[config.mk]
export PLATFORM = sky130hd
export DESIGN_NAME = i2c_tgt
export DESIGN_NICKNAME = d
export VERILOG_FILES = /design/src/rtl/i2c_tgt_pkg.sv /design/src/rtl/i2c_tgt_sync.sv /design/src/rtl/i2c_tgt_cond.sv /design/src/rtl/i2c_tgt.sv
export SDC_FILE = /design/constraint.sdc
export NUM_CORES = 1
export LEC_CHECK = 0
export ABC_AREA = 1
export BUFFER_PORTS_ARGS = -buffer_cell sky130_fd_sc_hd__buf_2
export CORE_ASPECT_RATIO = 0.6
export CORE_MARGIN = 2
export CORE_UTILIZATION = 35
export DETAILED_ROUTE_END_ITERATION = 8
export PLACE_DENSITY = 0.63
export SYNTH_ARGS = -nofsm -noshare
export SYNTH_HDL_FRONTEND = slang
export SYNTH_SLANG_ARGS = --single-unit
[constraint.sdc]
create_clock -name clk_i -period 2.1 [get_ports clk_i]
set_input_delay 0.315 -clock clk_i [delete_from_list [all_inputs] [get_ports clk_i]]
set_output_delay 0.315 -clock clk_i [all_outputs]
set_load 0.03 [all_outputs]
[src/rtl/i2c_tgt_pkg.sv]
package i2c_tgt_pkg;
  typedef enum logic [2:0] {
    ST_IDLE, ST_ADDR, ST_ADDR_ACK, ST_WR, ST_WR_ACK, ST_RD, ST_RD_ACK, ST_HOLD
  } tgt_state_e;

  localparam logic [3:0] ADDR_PREFIX = 4'b0101;
endpackage

[src/rtl/i2c_tgt_sync.sv]
module i2c_tgt_sync #(
  parameter int WIDTH  = 2,
  parameter int STAGES = 2
) (
  input  logic             clk_i,
  input  logic             rst_ni,
  input  logic [WIDTH-1:0] d_i,
  output logic [WIDTH-1:0] q_o
);
  for (genvar b = 0; b < WIDTH; b++) begin : g_line
    logic [STAGES-1:0] pipe;
    always_ff @(posedge clk_i or negedge rst_ni) begin
      if (!rst_ni) pipe <= '1;  // idle bus is high
      else         pipe <= {pipe[STAGES-2:0], d_i[b]};
    end
    assign q_o[b] = pipe[STAGES-1];
  end
endmodule

[src/rtl/i2c_tgt_cond.sv]
module i2c_tgt_cond (
  input  logic clk_i,
  input  logic rst_ni,
  input  logic scl_s_i,
  input  logic sda_s_i,
  output logic scl_q_o,
  output logic scl_rise_o,
  output logic scl_fall_o,
  output logic start_o,
  output logic stop_o
);
  logic sda_q;

  always_ff @(posedge clk_i or negedge rst_ni) begin
    if (!rst_ni) begin
      scl_q_o <= 1'b1;
      sda_q   <= 1'b1;
    end else begin
      scl_q_o <= scl_s_i;
      sda_q   <= sda_s_i;
    end
  end

  assign scl_rise_o = scl_s_i & ~scl_q_o;
  assign scl_fall_o = ~scl_s_i & scl_q_o;
  assign start_o    = scl_s_i & scl_q_o & sda_q & ~sda_s_i;
  assign stop_o     = scl_s_i & scl_q_o & ~sda_q & sda_s_i;
endmodule

[src/rtl/i2c_tgt.sv]
module i2c_tgt
  import i2c_tgt_pkg::*;
#(
  parameter int STRAP_W     = 4,
  parameter int DATA_W      = 8,
  parameter int SYNC_STAGES = 2
) (
  input  logic              clk_i,
  input  logic              rst_ni,
  input  logic              scl_i,
  input  logic              sda_i,
  output logic              sda_drive_o,
  input  logic [STRAP_W-1:0] strap_i,
  input  logic              read_mode_i,
  output logic [DATA_W-1:0] rx_data_o,
  output logic              rx_valid_o,
  input  logic [DATA_W-1:0] tx_data_i,
  output logic              tx_req_o
);
  localparam int CNT_W = $clog2(DATA_W + 1);
  localparam logic [CNT_W-1:0] CNT_FULL = CNT_W'(DATA_W);

  logic scl_s, sda_s, scl_q, scl_rise, scl_fall, bus_start, bus_stop;
  logic [DATA_W-1:0] shreg;
  logic [DATA_W-1:0] own_addr;
  logic [CNT_W-1:0]  cnt;
  logic              nine_hi, ack_ok;
  tgt_state_e        state_q;

  assign own_addr = {ADDR_PREFIX, strap_i};

  i2c_tgt_sync #(.WIDTH(2), .STAGES(SYNC_STAGES)) u_sync (
    .clk_i (clk_i),
    .rst_ni(rst_ni),
    .d_i   ({scl_i, sda_i}),
    .q_o   ({scl_s, sda_s})
  );

  i2c_tgt_cond u_cond (
    .clk_i     (clk_i),
    .rst_ni    (rst_ni),
    .scl_s_i   (scl_s),
    .sda_s_i   (sda_s),
    .scl_q_o   (scl_q),
    .scl_rise_o(scl_rise),
    .scl_fall_o(scl_fall),
    .start_o   (bus_start),
    .stop_o    (bus_stop)
  );

  always_ff @(posedge clk_i or negedge rst_ni) begin
    if (!rst_ni) begin
      state_q     <= ST_IDLE;
      cnt         <= '0;
      shreg       <= '0;
      sda_drive_o <= 1'b0;
      rx_data_o   <= '0;
      rx_valid_o  <= 1'b0;
      tx_req_o    <= 1'b0;
      nine_hi     <= 1'b0;
      ack_ok      <= 1'b0;
    end else begin
      rx_valid_o <= 1'b0;
      tx_req_o   <= 1'b0;
      if (bus_start) begin
        state_q     <= ST_ADDR;
        cnt         <= '0;
        nine_hi     <= 1'b0;
        sda_drive_o <= 1'b0;
      end else if (bus_stop) begin
        state_q     <= ST_IDLE;
        sda_drive_o <= 1'b0;
      end else begin
        unique case (state_q)
          ST_ADDR, ST_WR: begin
            if (scl_rise && cnt != CNT_FULL) begin
              shreg <= {shreg[DATA_W-2:0], sda_s};
              cnt   <= cnt + 1'b1;
            end else if (scl_fall && cnt == CNT_FULL) begin
              cnt     <= '0;
              nine_hi <= 1'b0;
              if (state_q == ST_WR) begin
                sda_drive_o <= 1'b1;
                rx_data_o   <= shreg;
                rx_valid_o  <= 1'b1;
                state_q     <= ST_WR_ACK;
              end else if (shreg == own_addr) begin
                sda_drive_o <= 1'b1;
                state_q     <= ST_ADDR_ACK;
              end else begin
                state_q <= ST_IDLE;
              end
            end
          end
          ST_ADDR_ACK, ST_WR_ACK: begin
            if (scl_rise) nine_hi <= 1'b1;
            if (scl_fall && nine_hi) begin
              nine_hi     <= 1'b0;
              sda_drive_o <= 1'b0;
              if (state_q == ST_ADDR_ACK && read_mode_i) begin
                state_q  <= ST_RD;
                tx_req_o <= 1'b1;
              end else begin
                state_q <= ST_WR;
              end
            end
          end
          ST_RD: begin
            if (tx_req_o) begin
              shreg       <= tx_data_i;
              sda_drive_o <= ~tx_data_i[DATA_W-1];
              cnt         <= '0;
            end else if (scl_rise) begin
              cnt <= cnt + 1'b1;
            end else if (scl_fall) begin
              if (cnt == CNT_FULL) begin
                sda_drive_o <= 1'b0;
                nine_hi     <= 1'b0;
                state_q     <= ST_RD_ACK;
              end else begin
                shreg       <= {shreg[DATA_W-2:0], 1'b0};
                sda_drive_o <= ~shreg[DATA_W-2];
              end
            end
          end
          ST_RD_ACK: begin
            if (scl_rise) begin
              nine_hi <= 1'b1;
              ack_ok  <= ~sda_s;
            end
            if (scl_fall && nine_hi) begin
              nine_hi <= 1'b0;
              if (ack_ok) begin
                tx_req_o <= 1'b1;
                state_q  <= ST_RD;
              end else begin
                state_q <= ST_HOLD;
              end
            end
          end
          default: ;  // idle and hold wait for START/STOP
        endcase
      end
    end
  end
endmodule

==> impl_metrics.toml, run 1 <==
[status]
status = "finished clean"

[floorplan]
start_util = 0.365
num_rows = 20
pin_count = 28
die_area_mm2 = 0.00592
die_w_um = 98.0
core-area_mm2 = 0.00508
die_h_um = 60.4

[worst_setup_path]
crit_chain = "inv_1 -> nor2_1 -> nor3_2 -> nor2_1 -> nand3_4 -> nor2_1 -> a21oi_2"
crit_type = "flip-flop to flip-flop"
crit_top_cell = "nor2_1"
reg2reg_depth = 7
endpoint = "shreg[1]$_DFFE_PN0P_"
crit_cells = 7
cp_slowest_cell = "dfstp_2"
start_kind = "flip-flop"
required_ps = 2260
cp.arrival_ps = 1950
crit_family = "simple AND/OR/NAND/NOR gates"
cpPeakStageDelay_ps = 540
crit_buf_inv = 1
cp-startpoint = "u_cond.scl_q_o$_DFF_PN1_"
rrSetupSlack_ps = 310
critical_path_peak_fanout = 16
r2r_end = "shreg[1]$_DFFE_PN0P_"
endpoint_kind = "flip-flop"
reg2reg_from = "u_cond.scl_q_o$_DFF_PN1_"

[logic_synthesis]
yosysTopAreaCell = "dfrtp_1"
synth.top_cell.area_share = 0.378
ys_ff_latch = 34
synthMostInstantiatedCell = "nand2_1"
synth_async_sr_flop_share = 1.00
ys_types = 30
ys.flop_type = "dfrtp_1"
syn_nets = 259
yosys_warnings = 0
synth_edf_count = 0
syn-mean-instance-area_um2 = 7.73
yosys-top-cells-count = "nand2_1 (78), dfrtp_1 (28), nor2_1 (25)"
synth_area_leaders = "dfrtp_1 (38%), nand2_1 (16%), dfstp_2 (8.5%)"
syn-cell-area_mm2 = 0.00185
netlist_instances = 240
seq_area_frac_synth = 0.463

[detailed_routing]
wl_met2_um = 1360
viasPerCell = 4.64
dr_total_vias = 1573
drtPass1Iterations = 4
first_iter_violations = 87
ant_nets = 0
wl_met3_um = 333
totalWireLength_um = 4020
drt-met1-wl_um = 2290
highest_layer = "met4"
wl_per_cell_um = 11.9
drc = 0

[pwr]
power.switching_uw = 976
seqPwrFrac = 0.399
p_int_mw = 1.39
p_comb_frac = 0.390
power.leakage_nw = 1.10
ir_drop_mv = 0.382
power_density_mw_per_mm2 = 1100
switching_share = 0.413
clkPwrFrac = 0.212

[cells_and_area]
regArea_um2 = 858
multi_input_area_um2 = 863
areaGrowthSynthToFinish_pct = 15.6
diodes = 0
final_util = 0.422
nNetsFinal = 291
stdcell_area_mm2 = 0.00214
n_fill_cell = 535
drive_gt1_frac = 0.253

[clock_network]
cts.sinks = 34
cts_buffers = 5
worstSkewPairLatency_ps = 290
htree_levels = 2
cts_tree = "done"
cts_setup_buffers = 0
cts-root-buf = "clkbuf_8"
clockBufferDepth = 2
postCtsResizedCells = 0
path_clk_slew_ps = 70
cts_hold_buf = 0

[timing]
fin_ws_ps = 311
report.final.slew_viol_count = 0
fmaxAchievable_mhz = 559
hold_ws_ps = 99.6
finalSetupTns_ps = 0
setup_viol = 0
period_share = 0.852
finClkSkew_ps = 7.25
worstMarginPinSlew_ps = 775
relSlewSlack = 0.483
fin_crit_ps = 1790
hold_viol = 0
rsz0062_at_grt = "false"

[global_route]
grt_pass1_wl_um = 7140
grt_use_total = 0.156
overflow = 0
grt_max_degree = 35
antenna_found_initial = 0
grt_pass1_vias = 1471

[placement]
post-place-ws_ps = 342
post-dp-hpwl_um = 3080
io_buffers = 27
place_congestion = 0.823
placed_area_mm2 = 0.00205

[run]
maxCapViolCount = 0

[hold_path]
hp-class = "input pin to asynchronous set/reset pin"
==> stage by stage <==
stage / total power [mW] / instances
floorplan: 1.65 / 240
global placement: 1.86 / 331
detailed placement: 1.87 / 331
CTS: 2.38 / 339
global route: 2.58 / 339
finish: 2.36 / 339
==> cells by family (layout without fill, tap and decap cells) <==
family	count (synthesis)	count (layout)	share of synthesized area
fa+ha+maj	2	2	0.0135
simple gates	131	131	0.310
xor+xnor	2	2	0.00945
flops	34	34	0.463
compound gates	39	39	0.132
buf+inv	32	65	0.0715
==> layout by cell type, fill, tap and decap left out <==
cell type  synthesis  final
clkbuf_8           0      6
inv_2              6      6
o221a_2            1      1
o21ai_2            3      3
nand4_1            3      3
a21oi_1            5      5
o21ai_1            7      7
xnor2_1            2      2
dfrtp_1           28     28
nand3_2            1      1
a31oi_1            1      1
nor2_1            25     25
or2_2              1      1
dfstp_2            6      6
clkbuf_1           0      1
nand3_1           10     10
ha_1               2      2
clkinv_2           0      1
a21oi_2            5      5
buf_2              1     27
nor3_1             2      2
nor2_4             2      2
nand3_4            1      1
a22oi_1            1      1
o21a_1             1      1
nand2_1           78     78
o211ai_2           1      1
o21ai_0           14     14
nor3_2             1      1
nor2_2             2      2
inv_1             24     24
nand2_2            5      5
==> final cells by class <==
class                   count  area share
flip-flops and latches     34       0.400
clock buffers               7      0.0403
inverters                  30      0.0525
clock inverters             1     0.00234
repair buffers             27      0.0630
well taps                  66      0.0385
multi-input cells         174       0.403
==> layer usage <==
metal,global-route usage,vias up
met5,0,-
met4,0.0437,0
met3,0.0426,5
met2,0.192,52
met1,0.255,689
li1,-,827
==> how the worst min path moves through the flow <==
stage | end | slack [ps] | depth (start not counted)
global route | u_sync.g_line[1].pipe[0]$_DFF_PN1_ | 110 | 1
global placement | u_sync.g_line[0].pipe[1]$_DFF_PN1_ | 350 | 0
floorplan | ack_ok$_DFFE_PN0P_ | 20 | 0
CTS | u_sync.g_line[1].pipe[0]$_DFF_PN1_ | 110 | 1
finish | rx_data_o[7]$_DFFE_PN0P_ | 100 | 1
detailed placement | u_sync.g_line[0].pipe[1]$_DFF_PN1_ | 350 | 0
==> power groups by stage <==
stage / clock network, mW / logic, mW / registers (mW)
6_report: 0.501 / 0.922 / 0.943
5_1_grt: 0.548 / 1.06 / 0.968
4_1_cts: 0.522 / 0.919 / 0.941
3_5_place_dp: 0 / 0.915 / 0.954
3_3_place_gp: 0 / 0.909 / 0.949
2_1_floorplan: 0 / 0.715 / 0.936
==> sequential cells by signal, summed over array words and instances, names as in the netlist <==
name                cells
u_cond.scl_q_o          1
sda_drive_o             1
state_q                 3
u_sync.g_line.pipe      4
u_cond.sda_q            1
cnt                     4
shreg                   8
nine_hi                 1
rx_valid_o              1
rx_data_o               8
ack_ok                  1
tx_req_o                1
(Power assumes the default switching activity.)
==> inputs of run 2 (changes only) <==
--- a/config.mk
+++ b/config.mk
@@ -12,6 +12,7 @@
 export CORE_UTILIZATION = 35
 export DETAILED_ROUTE_END_ITERATION = 8
 export PLACE_DENSITY = 0.63
+export RECOVER_POWER = 100
 export SYNTH_ARGS = -nofsm -noshare
 export SYNTH_HDL_FRONTEND = slang
 export SYNTH_SLANG_ARGS = --single-unit
==> impl_metrics.toml, run 2 (synthesized netlist as in run 1, its figures left out) <==
[status]
status = "finished with violations"
violations = "capacitance limit, slew limit"

[cells_and_area]
diodes = 0
n_fill_cell = 532
drive_gt1_frac = 0.183
areaGrowthSynthToFinish_pct = 14.4
top_regs = "rx_data_o (8), shreg (8)"
stdcell_area_mm2 = 0.00212
finalNonFillerCells = 339
final_util = 0.417
final_cell_mix = "nand2_1 (79), dfrtp_1 (28), inv_1 (26)"
final_common_cell = "nand2_1"
nNetsFinal = 291

[global_route]
grt_max_degree = 35
grtUsageMet2 = 0.192
antenna_found_initial = 0
busiest_layer = "met1"
grt_pass1_vias = 1471
grt_pass1_wl_um = 7140
globalRouteMet1Util = 0.255
grt_use_met3 = 0.0426
grt_use_total = 0.156
overflow = 0

[clock_network]
path_clk_slew_ps = 70
worstSkewPairLatency_ps = 290
cts_setup_buffers = 0
cts_hold_buf = 0
cts_buffers = 5
htree_levels = 2
cts_tree = "done"
cts-root-buf = "clkbuf_8"
cts.sinks = 34
clockBufferDepth = 2
postCtsResizedCells = 0

[placement]
placedCellCount = 331
post-dp-hpwl_um = 3080
placed_area_mm2 = 0.00205
io_buffers = 27
post-place-ws_ps = 342
place_congestion = 0.823

[floorplan]
num_rows = 20
core-area_mm2 = 0.00508
pin_count = 28
die_w_um = 98.0
die_h_um = 60.4
start_util = 0.365
die_area_mm2 = 0.00592

[worst_setup_path]
start_kind = "flip-flop"
required_ps = 2260
crit_type = "flip-flop to flip-flop"
cp.arrival_ps = 1960
critical_path_peak_fanout = 16
endpoint_kind = "flip-flop"

[timing]
fmaxAchievable_mhz = 556
fin_crit_ps = 1800
finClkSkew_ps = 8.05
fin_ws_ps = 301
period_share = 0.857
report.final.slew_viol_count = 35
rsz0062_at_grt = "false"
finalSetupTns_ps = 0
setup_viol = 0
worstMarginPinSlew_ps = 1890
hold_viol = 0
relSlewSlack = -0.261
hold_ws_ps = 123

[hold_path]
hp-class = "input pin to flip-flop"

[run]
maxCapViolCount = 1

[detailed_routing]
ant_nets = 0
viasPerCell = 4.65
totalWireLength_um = 4040
first_iter_violations = 114
dr_total_vias = 1578
drtPass1Iterations = 5
wl_per_cell_um = 11.9
drc = 0

[pwr]
power.leakage_nw = 1.05
power_density_mw_per_mm2 = 1100
p_total_mw = 2.34
ir_drop_mv = 0.381
run 2: changes by cell type in the layout (fill, tap and decap cells not counted), moves of 2 or more:
cell      delta
clkbuf_1    +12
inv_2        -2
inv_1        +2
o21ai_1      -7
buf_2       -12
o21ai_0      +7
dfstp_2      -3
dfstp_1      +3
run 2: final cells by class:
type,instances,area (µm²),share of cell area
Sequential cell,34,858,0.405
Tap cell,66,82.6,0.0389
Clock buffer,7,86.3,0.0407
Multi-Input combinational cell,174,856,0.404
Inverter,30,113,0.0531
Clock inverter,1,5.00,0.00236
Timing Repair Buffer,27,120,0.0566
run 2: metal layers:
layer | share of wire | routed length, µm | vias up
li1 | - | - | 822
met1 | 0.56 | 2270 | 700
met2 | 0.34 | 1370 | 51
met3 | 0.089 | 360 | 5
met4 | 0.0099 | 40 | 0
met5 | 0 | 0 | -
run 2: path summary, 6_finish.rpt:
| kind | from | endpoint | slack [ps] | depth (start not counted) |
|---|---|---|---|---|
| hold reg to reg | u_sync.g_line[1].pipe[0]$_DFF_PN1_ | u_sync.g_line[1].pipe[1]$_DFF_PN1_ | 360 | 0 |
| setup / recovery | u_cond.scl_q_o$_DFF_PN1_ | shreg[1]$_DFFE_PN0P_ | 300 | 7 |
| setup reg to reg | u_cond.scl_q_o$_DFF_PN1_ | shreg[1]$_DFFE_PN0P_ | 300 | 7 |
| max in group asynchronous | rst_ni | rx_data_o[2]$_DFFE_PN0P_ | 470 | 1 |
| min in group asynchronous | rst_ni | rx_data_o[0]$_DFFE_PN0P_ | 540 | 1 |
| hold / removal | scl_i | u_sync.g_line[1].pipe[0]$_DFF_PN1_ | 120 | 1 |
run 2: worst max-delay path: stages (launching register included):
cell,delay (ps)
dfstp_1,550
inv_1,60
nor2_1,270
nor3_1,140
nor2_1,190
nand3_4,240
nor2_1,180
a21oi_2,50
run 2: power breakdown:
group	switching, mW	internal (mW)
logic	0.589	0.314
registers	0.140	0.799
clock network	0.237	0.264
total	0.965	1.38
==> inputs of run 3 (changes only) <==
==> constraint.sdc (replaced) <==
create_clock -name clk_i -period 2.1 [get_ports clk_i]
set_input_delay 0.63 -clock clk_i [delete_from_list [all_inputs] [get_ports clk_i]]
set_output_delay 0.63 -clock clk_i [all_outputs]
set_load 0.03 [all_outputs]
==> impl_metrics.toml, run 3 (synthesized netlist as in run 1, its figures left out) <==
[cells_and_area]
top_regs = "rx_data_o (8), shreg (8)"
drive_gt1_frac = 0.190
finalNonFillerCells = 340
final_common_cell = "nand2_1"
final_cell_mix = "nand2_1 (79), dfrtp_1 (28), inv_1 (26)"
areaGrowthSynthToFinish_pct = 14.7
nNetsFinal = 292
diodes = 0

[floorplan]
die_area_mm2 = 0.00592
die_w_um = 98.0
num_rows = 20
start_util = 0.365
die_h_um = 60.4
core-area_mm2 = 0.00508
pin_count = 28

[timing]
period_share = 0.868
finClkSkew_ps = 5.99
report.final.slew_viol_count = 0
fin_ws_ps = 277
rsz0062_at_grt = "false"
worstMarginPinSlew_ps = 852
fin_crit_ps = 1820
setup_viol = 0
hold_viol = 0
fmaxAchievable_mhz = 549
relSlewSlack = 0.432
finalSetupTns_ps = 0
hold_ws_ps = 362

[worst_setup_path]
required_ps = 2270
r2r_end = "shreg[1]$_DFFE_PN0P_"
endpoint = "shreg[1]$_DFFE_PN0P_"
cp.arrival_ps = 1990
crit_type = "flip-flop to flip-flop"
endpoint_kind = "flip-flop"
cp-startpoint = "u_cond.scl_q_o$_DFF_PN1_"
reg2reg_from = "u_cond.scl_q_o$_DFF_PN1_"
start_kind = "flip-flop"
critical_path_peak_fanout = 16
rrSetupSlack_ps = 280
cpPeakStageDelay_ps = 550
cp_slowest_cell = "dfstp_1"
reg2reg_depth = 7
crit_top_cell = "nor2_1"
crit_chain = "inv_1 -> nor2_1 -> nor3_1 -> nor2_1 -> nand3_4 -> nor2_1 -> a21oi_2"

[clock_network]
cts-root-buf = "clkbuf_8"
cts_tree = "done"
clockBufferDepth = 2
postCtsResizedCells = 0
htree_levels = 2
cts.sinks = 34
path_clk_slew_ps = 60
worstSkewPairLatency_ps = 290
cts_setup_buffers = 0
cts_hold_buf = 0
cts_buffers = 5

[detailed_routing]
drc = 0
ant_nets = 0
wl_per_cell_um = 11.8
drtPass1Iterations = 5
viasPerCell = 4.69
totalWireLength_um = 4010
dr_total_vias = 1595
first_iter_violations = 73

[global_route]
busiest_layer = "met1"
grt_pass1_wl_um = 6930
grt_use_total = 0.152
grt_use_met3 = 0.0530
overflow = 0
grt_pass1_vias = 1448
grtUsageMet2 = 0.199
antenna_found_initial = 0
globalRouteMet1Util = 0.233
grt_max_degree = 35

[hold_path]
hold_path_depth = 0
worstHoldStart = "u_sync.g_line[1].pipe[0]$_DFF_PN1_"
hp-class = "flip-flop to flip-flop"

[placement]
place_congestion = 0.820
placedCellCount = 332
post-dp-hpwl_um = 3050
post-place-ws_ps = 332
io_buffers = 27

[pwr]
ir_drop_mv = 0.365
power_density_mw_per_mm2 = 1100
power.leakage_nw = 1.05
p_total_mw = 2.34

[run]
maxCapViolCount = 0

[status]
status = "finished clean"
[run 3: cell count changes in the layout (fill, tap and decap cells not counted)]
cell / before / now
clkbuf_1: 13 / 12
buf_2: 15 / 16
clkbuf_2: 0 / 1
[run 3: layout make-up]
type | instances | area (µm²)
clock buffers | 7 | 86.3
clock inverters | 1 | 5.00
fillers | 530 | 2950
inverters | 30 | 113
multi-input cells | 174 | 856
flip-flops and latches | 34 | 858
well taps | 66 | 82.6
repair buffers | 28 | 126
[run 3: worst min path at each step]
| stage | to | slack, ps |
|---|---|---|
| after floorplan | ack_ok$_DFFE_PN0P_ | 330 |
| after global placement | u_sync.g_line[0].pipe[1]$_DFF_PN1_ | 350 |
| after detailed placement | u_sync.g_line[0].pipe[1]$_DFF_PN1_ | 350 |
| after global routing | u_sync.g_line[0].pipe[1]$_DFF_PN1_ | 370 |
| final | u_sync.g_line[1].pipe[1]$_DFF_PN1_ | 360 |
| after CTS | u_sync.g_line[0].pipe[1]$_DFF_PN1_ | 360 |
[run 3: metrics by stage]
stage,area (µm²),utilization
finish,2130,0.419
global placement,2060,0.405
floorplan,1850,-
detailed placement,2060,0.405
global route,2130,0.419
CTS,2150,0.423
[run 3: per-layer routing]
layer  share of wire  vias up
li1                -      828
met1            0.54      702
met2            0.35       58
met3            0.10        7
met4           0.012        0
met5               0        -
[run 3: power by group]
part | total, mW | switching [mW] | internal (mW) | leakage, nW
clock network | 0.496 | 0.232 | 0.264 | 0.0482
registers | 0.936 | 0.137 | 0.799 | 0.417
logic | 0.908 | 0.593 | 0.316 | 0.588
total | 2.34 | 0.962 | 1.38 | 1.05
[run 3: critical path, delay by kind of cell, from the launching register on]
family | cells | cell delay, ps
and+or+nand+nor | 5 | 1040
AOI/OAI and AO/OA | 1 | 50
DFF | 1 | 550
buffers and inverters | 1 | 60
